**config.mk**
```make
export PLATFORM = sky130hd
export DESIGN_NAME = clk_stop_ctrl
export DESIGN_NICKNAME = d
export VERILOG_FILES = /design/src/rtl/clkstop_pkg.sv /design/src/rtl/cs_sync2.sv /design/src/rtl/cs_edge.sv /design/src/rtl/cs_lane.sv /design/src/rtl/clk_stop_ctrl.sv
export SDC_FILE = /design/constraint.sdc
export NUM_CORES = 1
export LEC_CHECK = 0
export BUFFER_PORTS_ARGS = -buffer_cell sky130_fd_sc_hd__buf_2
export CAP_MARGIN = 10
export CORE_ASPECT_RATIO = 1.25
export CORE_MARGIN = 3
export CORE_UTILIZATION = 55
export CTS_CLUSTER_SIZE = 40
export DETAILED_ROUTE_END_ITERATION = 16
export PLACE_DENSITY = 0.71
export REMOVE_ABC_BUFFERS = 1
export SETUP_SLACK_MARGIN = 0.1
export SLEW_MARGIN = 15
export SYNTH_ARGS = -nofsm -noshare
export SYNTH_HDL_FRONTEND = slang
export SYNTH_SLANG_ARGS = --single-unit
export TNS_END_PERCENT = 30
```
**constraint.sdc**
```tcl
create_clock -name clk -period 1.94 [get_ports clk]
set_clock_uncertainty 0.2 [all_clocks]
set_input_delay 0.097 -clock clk [delete_from_list [all_inputs] [get_ports clk]]
set_output_delay 0.097 -clock clk [all_outputs]
set_load 0.02 [all_outputs]
```
**src/rtl/clkstop_pkg.sv**
```systemverilog
package clkstop_pkg;
  // Lane sequencing states; RUN and STOP are the settled ones.
  typedef enum logic [1:0] {
    L_STOP  = 2'd0,
    L_WREF  = 2'd1,
    L_WFALL = 2'd2,
    L_RUN   = 2'd3
  } lane_st_e;

  localparam int N_SRC = 5;  // cpu, sdram, pci, xtal, usb
  localparam int SRC_PCI = 2;
endpackage

```
**src/rtl/cs_sync2.sv**
```systemverilog
module cs_sync2 #(
  parameter int W = 1
) (
  input  logic         clk,
  input  logic         rst_n,
  input  logic [W-1:0] d,
  output logic [W-1:0] q
);
  logic [W-1:0] s1;

  always_ff @(posedge clk or negedge rst_n) begin
    if (!rst_n) begin
      s1 <= '0;
      q  <= '0;
    end else begin
      s1 <= d;
      q  <= s1;
    end
  end
endmodule

```
**src/rtl/cs_edge.sv**
```systemverilog
module cs_edge #(
  parameter int W    = 1,
  parameter int RIDX = 0
) (
  input  logic         clk,
  input  logic         rst_n,
  input  logic [W-1:0] src,
  output logic [W-1:0] lvl,
  output logic [W-1:0] fall,
  output logic         ref_rise
);
  logic [W-1:0] prev;

  always_ff @(posedge clk or negedge rst_n) begin
    if (!rst_n) begin
      lvl  <= '0;
      prev <= '0;
    end else begin
      lvl  <= src;
      prev <= lvl;
    end
  end

  assign fall     = prev & ~lvl;
  assign ref_rise = lvl[RIDX] & ~prev[RIDX];
endmodule

```
**src/rtl/cs_lane.sv**
```systemverilog
module cs_lane
  import clkstop_pkg::*;
(
  input  logic clk,
  input  logic rst_n,
  input  logic want,
  input  logic ref_rise,
  input  logic src_lvl,
  input  logic src_fall,
  input  logic pwr_ok,
  output logic clk_o
);
  lane_st_e st, st_n;
  logic     tgt, tgt_n;
  logic     gate;

  // While a transition is pending the old gate value (the inverse of the target) holds.
  assign gate = (st == L_RUN) | ((st != L_STOP) & ~tgt);

  always_comb begin
    st_n  = st;
    tgt_n = tgt;
    case (st)
      L_RUN:   if (!want) begin st_n = L_WREF; tgt_n = 1'b0; end
      L_STOP:  if (want)  begin st_n = L_WREF; tgt_n = 1'b1; end
      L_WREF:  if (ref_rise) st_n = L_WFALL;
      L_WFALL: if (src_fall) st_n = tgt ? L_RUN : L_STOP;
      default: st_n = L_STOP;
    endcase
  end

  always_ff @(posedge clk or negedge rst_n) begin
    if (!rst_n) begin
      st    <= L_STOP;
      tgt   <= 1'b0;
      clk_o <= 1'b0;
    end else begin
      st    <= st_n;
      tgt   <= tgt_n;
      clk_o <= pwr_ok & src_lvl & gate;
    end
  end

  // a settled stop yields a low output
  a_r2_stopped_low: assert property (@(posedge clk) disable iff (!rst_n)
    (st == L_STOP) |=> !clk_o);

  // the gate moves only right after a falling edge of the lane's source
  a_r3_gate_after_fall: assert property (@(posedge clk) disable iff (!rst_n)
    (gate != $past(gate)) |-> $past(src_fall));

  // the fall wait starts only after a reference rising edge
  a_r3_ref_first: assert property (@(posedge clk) disable iff (!rst_n)
    ((st == L_WFALL) && ($past(st) != L_WFALL)) |-> $past(ref_rise));

  // an output high phase ends only with its source or with power-down
  a_r3_no_clipped_high: assert property (@(posedge clk) disable iff (!rst_n)
    $fell(clk_o) |-> (!$past(src_lvl) || !$past(pwr_ok)));
endmodule

```
**src/rtl/clk_stop_ctrl.sv**
```systemverilog
module clk_stop_ctrl
  import clkstop_pkg::*;
#(
  parameter  int N_CPU = 4,
  parameter  int N_SDR = 8,
  parameter  int N_PCI = 6,
  parameter  int N_XT  = 4,
  parameter  int N_USB = 2,
  localparam int NL    = N_CPU + N_SDR + N_PCI + 1 + N_XT + N_USB
) (
  input  logic          clk,
  input  logic          rst_n,
  input  logic          cpu_src,
  input  logic          sdr_src,
  input  logic          pci_src,
  input  logic          xt_src,
  input  logic          usb_src,
  input  logic [NL-1:0] lane_en,
  input  logic          strap_sdr,
  input  logic          pwr_dn_n,
  input  logic [1:0]    shr_in,
  output logic [NL-1:0] clk_out,
  output logic [1:0]    shr_out,
  output logic [1:0]    shr_oe,
  output logic          osc_on
);
  localparam int O_SDR  = N_CPU;
  localparam int O_PCI  = O_SDR + N_SDR;
  localparam int O_PCIF = O_PCI + N_PCI;
  localparam int O_XT   = O_PCIF + 1;
  localparam int O_USB  = O_XT + N_XT;
  localparam int SH_HI  = O_SDR + N_SDR - 1;  // shares pin 0
  localparam int SH_LO  = O_SDR + N_SDR - 2;  // shares pin 1

  logic [NL-1:0]    en_s;
  logic [1:0]       shr_s;
  logic             strap_s, pwr_s;
  logic [N_SRC-1:0] lvl, fall;
  logic             ref_rise;
  logic             cpu_ok, pci_ok;

  cs_sync2 #(.W(NL + 4)) u_sync (
    .clk  (clk),
    .rst_n(rst_n),
    .d    ({pwr_dn_n, strap_sdr, shr_in, lane_en}),
    .q    ({pwr_s, strap_s, shr_s, en_s})
  );

  cs_edge #(.W(N_SRC), .RIDX(SRC_PCI)) u_edge (
    .clk     (clk),
    .rst_n   (rst_n),
    .src     ({usb_src, xt_src, pci_src, sdr_src, cpu_src}),
    .lvl     (lvl),
    .fall    (fall),
    .ref_rise(ref_rise)
  );

  // Stops are only meaningful when the shared pins are inputs.
  assign cpu_ok = strap_s | shr_s[1];
  assign pci_ok = strap_s | shr_s[0];

  for (genvar i = 0; i < NL; i++) begin : g_lane
    localparam int SI = (i < O_SDR) ? 0 : (i < O_PCI) ? 1 :
                        (i < O_XT)  ? 2 : (i < O_USB) ? 3 : 4;
    logic want;
    if (i < O_SDR) begin : g_w
      assign want = en_s[i] & cpu_ok;
    end else if (i >= SH_LO && i < O_PCI) begin : g_w
      assign want = en_s[i] & strap_s;
    end else if (i >= O_PCI && i < O_PCIF) begin : g_w
      assign want = en_s[i] & pci_ok;
    end else begin : g_w
      assign want = en_s[i];
    end

    cs_lane u_lane (
      .clk     (clk),
      .rst_n   (rst_n),
      .want    (want),
      .ref_rise(ref_rise),
      .src_lvl (lvl[SI]),
      .src_fall(fall[SI]),
      .pwr_ok  (pwr_s),
      .clk_o   (clk_out[i])
    );
  end

  assign shr_oe  = {2{strap_s}};
  assign shr_out = strap_s ? {clk_out[SH_LO], clk_out[SH_HI]} : 2'b00;
  assign osc_on  = pwr_s;

  // power-down clears every lane on the following cycle
  a_r9_pwr_all_low: assert property (@(posedge clk) disable iff (!rst_n)
    !pwr_s |=> (clk_out == '0));

  // with the strap low the shared pins never drive
  a_r6_pins_quiet: assert property (@(posedge clk) disable iff (!rst_n)
    !strap_s |-> (shr_out == 2'b00 && shr_oe == 2'b00));
endmodule

```
Yosys cells after proc, flatten, opt, wreduce, memory -nomap -nowiden --
Cells that the tools add are included.
Operators by class: eq/ne operators 175, multiplexer cells 202, bitwise logic cells 123, reductions and logical operators 125
Operator list (number):
- two-way mux 2 bit | 102
- case mux 2 bit (4 select lines) | 25
- != test 2 bit (second input constant) | 87
- == test 2 bit (second input constant) | 50
- AND reduction 4 bit | 25
- nonzero test 2 bit | 50
- AND reduction 3 bit | 25
- bitwise AND 1 bit | 68
- == test 2 x 1 -> 1 bit (second input constant) | 25
- logical NOT 2 bit | 25
- two-way mux 1 bit | 50
- case mux 1 bit (2 select lines) | 25
- bitwise OR 1 bit | 27
- != test 2 x 1 -> 1 bit (second input constant) | 13
- inverter 1 bit | 26
- bitwise AND 5 bit | 1
- inverter 5 bit | 1
Word-level totals: register bits after elaboration 168, bits of input ports 36, logic and storage cells 704

Longest topological paths before layout --
depth after elaboration 4, gate-level depth with buffers 6, depth with buffers taken out 6

Cells and area by module --
From an unflattened synthesis, not the netlist that was laid out.
Second synthesis, totals: cell total of the unflattened synthesis 740, area, all modules 8747.1 sq um
By module, submodules not included:
- cs_lane | instances 25, cells each 26, area an instance 275.3 sq um, sequential area each 100.1 sq um
- cs_sync2 | instances 1, cells each 58, area an instance 1451.4 sq um, sequential area each 1451.4 sq um
- cs_edge | instances 1, cells each 16, area an instance 290.3 sq um, sequential area each 250.2 sq um
- clk_stop_ctrl | instances 1, cells each 16, area an instance 123.9 sq um, sequential area each 0.0 sq um

Worst setup path after synthesis --
OpenSTA, ideal clock, no wires.
kind register -> register, start point register u_sync.q[27], end point register g_lane[12].u_lane.tgt, data arrival time 1.472 ns, required time 1.615 ns, setup slack 0.144 ns, stages on the path, launching flop included 6, path buffers 1, clock period less this slack 1.796 ns, cell sequence dfrtp_1 -> buf_6 -> o21ai_2 -> mux2i_1 -> nor2b_1 -> mux2_2
On the way: cells in the longest elaborated chain, start to end 4, elaborated cells between the ends (all ways) 5, classes of those cells eq/ne: 2; bitwise: 2; reduce/logical: 1
RTL lines:
- start, declared | line cs_sync2.sv:7 | output logic [W-1:0] q
- start signal, assigned | line cs_sync2.sv:14 | q <= '0;
- start signal, assigned | line cs_sync2.sv:17 | q <= s1;
- bitwise OR 1 bit * | line clk_stop_ctrl.sv:60 | assign pci_ok = strap_s | shr_s[0];
- bitwise AND 1 bit * | line clk_stop_ctrl.sv:71 | assign want = en_s[i] & pci_ok;
- != test 2 bit (no line) / != test 2 x 1 -> 1 bit (equally long branches)
- AND reduction 3 bit (no line) *
- end signal, assigned | line cs_lane.sv:39 | tgt <= tgt_n;
- end, declared | line cs_lane.sv:14 | logic tgt, tgt_n;
Mark *: on every way between the ends. The rest lies on a longest branch, timed or not. A chain may end at the register's enable or synchronous reset.

Worst setup path after layout --
start point register g_lane[9].u_lane.st[1], end point register g_lane[9].u_lane.st[0]
On the way: cells in the longest elaborated chain, start to end 3, elaborated cells between the ends (all ways) 10, classes of those cells eq/ne: 7; mux: 1; reduce/logical: 2
RTL lines:
- start, declared | line cs_lane.sv:13 | lane_st_e st, st_n;
- start signal, assigned | line cs_lane.sv:38 | st <= st_n;
- == test 2 x 1 -> 1 bit, or another cell as far along | line cs_lane.sv:23 | case (st)
- != test 2 bit (no line)
- AND reduction 4 bit (no line)
Several ways; a longest one is shown, not always the timed one.

==> flow_summary.yaml <==
global_routing:
  global_route.usage.total_pct: 20.7
  first_pass_grt_wire_length_um: 29300
  grt_max_degree: 58
  antenna_found_initial: 0
  grt_pass1_vias: 6345
  grt.overflow.total: 0
clocking:
  worst_setup_hold_path_clk_slew_ns: 0.06
  cts_max_level: 4
  numClockSinks: 168
  clock_latency_ns: 0.43
  ctsRootBufferMaster: "sky130_fd_sc_hd__clkbuf_16"
  cts_tree: "yes"
  max-clock-path-buffers: 2
  clock_buffer_count_from_cts: 17
yosys:
  postSynthAreaPerCell_um2: 11.1
  synth_cell_types: 35
  synthArstFlopShare_pct: 100
  synth_top_area_cell: "sky130_fd_sc_hd__dfrtp_1"
  synth-edff-count: 0
  synthesis.yosys.warnings: 0
  synthesis.instances: 794
  ys_seq_elements: 168
  synth_top_area_share_pct: 47.7
  synthesis.area_mm2: 0.00882
  synth-main-ff-cell: "sky130_fd_sc_hd__dfrtp_1"
  synth.yosys.seq_area_share_pct: 47.7
  synth.top_cells.by_area: "sky130_fd_sc_hd__dfrtp_1 48%, sky130_fd_sc_hd__ha_1 18%, sky130_fd_sc_hd__mux2i_1 4.2%"
floorplan:
  io_pins: 66
  chip_width_um: 119
  die-area_mm2: 0.0176
  num_rows: 51
  initial_core_util_pct: 56.4
  overall_die_height_um: 148
  coreArea_mm2: 0.0156
sta:
  fmax_mhz: 538
  finalMaxSlewViolations: 0
  hold_viol: 0
  timing_worst_slew_pin_value_ns: 0.403
  unrepaired_setup_endpoints_after_global_routing: "yes"
  final_period_utilization_pct: 95.7
  finalSetupViolations: 0
  timing.final.crit_period_ns: 1.86
  max_slew_margin_pct: 73.1
pwr:
  max-vdd-ir-drop_mv: 0.746
  leakage_nw: 5.23
  power_density_mw_per_mm2: 1450
finish:
  finish.utilization_pct: 67.1
  fillerInstances: 1188
  num_antenna_cells: 0
  mostFrequentLayoutCells: "168 x sky130_fd_sc_hd__dfrtp_1, 121 x sky130_fd_sc_hd__ha_1, 72 x sky130_fd_sc_hd__inv_1"
  drive_gt1_share_pct: 20.4
  layout-area-overhead-vs-synth_pct: 18.9
  final_common_cell: "sky130_fd_sc_hd__dfrtp_1"
  final_net_count: 1071
  finish.cell_count_without_fillers: 1132
worst_setup_path:
  critPathArrivalTime_ns: 1.96
  timing_worst_setup_path_type: "reg2reg"
  category_of_the_worst_setup_path_capture_point: "flip-flop"
  crit_fanout: 4
  worst_ep_required_time_ns: 2.04
  worstSetupStartpointType: "flip-flop"
detailed_routing:
  wl_um: 17100
  via_per_inst: 5.20
  drc_errors: 0
  avgRoutedWirePerCell_um: 15.1
  drt_pass1_iterations: 4
  num_vias: 5889
  first_iter_violations: 332
  final_antenna_net_count: 0
place:
  dp.cells: 1050
  dpl.hpwl_um: 11800
  routabilityCongestion: 0.839
  port_buffers: 65
run:
  max_cap_violations: 0
min_path:
  hold_class: "in2async"
run_status:
  outcome: "finished, final reports clean"
[state kept, by name, summed over array words and instances, names as in the netlist]
| signal | flops |
|---|---|
| g_lane.u_lane.clk_o | 25 |
| g_lane.u_lane.st | 50 |
| g_lane.u_lane.tgt | 25 |
| u_edge.lvl | 5 |
| u_edge.prev | 5 |
| u_sync.q | 29 |
| u_sync.s1 | 29 |
[report_power, final]
part / leakage [nW] / switching (mW) / internal, mW
registers: 2.01 / 0.774 / 4.38
clock network: 0.289 / 1.36 / 1.99
logic: 2.93 / 3.46 / 3.24
total: 5.23 / 5.60 / 9.62
[repair_timing]
| action | CTS | global route |
|---|---|---|
| setup buffers | 2 | 12 |
| hold endpoints to repair | 202 | 0 |
| pin swaps | 0 | 4 |
| hold buffers | 36 | 0 |
| endpoints found under the setup margin | 14 | 43 |
| gates resized for setup | 5 | 29 |
[worst paths after layout]
path                            slack [ns]                       to              startpoint  depth (start not counted)
worst max-delay path                  0.08   g_lane[9].u_lane.st[0]  g_lane[9].u_lane.st[1]                          5
worst min register to register        0.15              u_sync.q[3]            u_sync.s1[3]                          0
min in group clk                      0.10            u_edge.lvl[4]                 usb_src                          2
worst max register to register        0.08   g_lane[9].u_lane.st[0]  g_lane[9].u_lane.st[1]                          5
worst min-delay path                  0.03  g_lane[19].u_lane.clk_o                   rst_n                          3
max in group asynchronous             1.19   g_lane[9].u_lane.clk_o                   rst_n                          3
[cells by family after synthesis]
group           Yosys count  synth area share (%)
buf+inv                 111                  6.11
flops                   168                  47.7
mux                      61                  7.43
simple gates            167                  8.74
compound gates          159                  11.9
fa+ha+maj               128                  18.2
[critical path, stage by stage, from the launching register on]
cell,delay (ns)
sky130_fd_sc_hd__dfrtp_1,0.39
sky130_fd_sc_hd__inv_2,0.08
sky130_fd_sc_hd__ha_1,0.23
sky130_fd_sc_hd__a221o_1,0.42
sky130_fd_sc_hd__o31ai_2,0.30
sky130_fd_sc_hd__a221oi_2,0.10
[layout make-up]
type                    count  area (um2)  share of cell area, %
well taps                 212         265                   2.53
clock inverters            11         121                   1.16
repair buffers            127         951                   9.07
multi-input cells         515        4180                   39.9
inverters                  78         293                   2.79
clock buffers              21         470                   4.49
flip-flops and latches    168        4200                   40.1
[stage by stage]
stage	hold slack, ns	cell area, um2	worst slack (ns)	TNS (ns)	power (mW)
2_1_floorplan	-0.399	8580	-0.0842	-0.363	9.86
6_report	0.0282	10500	0.0826	0	15.2
5_1_grt	0.0424	10500	0.0191	0	16.5
3_5_place_dp	-0.210	9310	0.0169	0	11.4
3_3_place_gp	-0.211	9310	0.0678	0	10.8
4_1_cts	0.0421	10300	0.0489	0	15.0
[per-layer routing]
metal,GRT usage (%),vias up,part of all wire [%]
li1,-,2854,-
met5,0,-,0
met4,10.1,0,3.1
met2,36.7,96,53
met3,3.94,37,2.8
met1,23.8,2902,41
[cells in the mapped netlist (3+ instances only)]
cell                       instances
sky130_fd_sc_hd__a21o_1           11
sky130_fd_sc_hd__a21oi_1          30
sky130_fd_sc_hd__a221o_1          11
sky130_fd_sc_hd__a221oi_1          4
sky130_fd_sc_hd__a22oi_2           4
sky130_fd_sc_hd__a31oi_1           8
sky130_fd_sc_hd__and2_1            4
sky130_fd_sc_hd__buf_4            26
sky130_fd_sc_hd__buf_6             3
sky130_fd_sc_hd__dfrtp_1         168
sky130_fd_sc_hd__ha_1            128
sky130_fd_sc_hd__inv_1            78
sky130_fd_sc_hd__mux2_2           18
sky130_fd_sc_hd__mux2_4            4
sky130_fd_sc_hd__mux2i_1          37
sky130_fd_sc_hd__nand2_1          55
sky130_fd_sc_hd__nand2b_1         17
sky130_fd_sc_hd__nor2_1           59
sky130_fd_sc_hd__nor2b_1          28
sky130_fd_sc_hd__nor3b_1           3
sky130_fd_sc_hd__o21a_1           15
sky130_fd_sc_hd__o21ai_0          44
sky130_fd_sc_hd__o21ai_1           6
sky130_fd_sc_hd__o21ai_2           6
sky130_fd_sc_hd__o22ai_1           8
sky130_fd_sc_hd__o31ai_1           3
No activity file was read; power rests on OpenSTA's default activity.
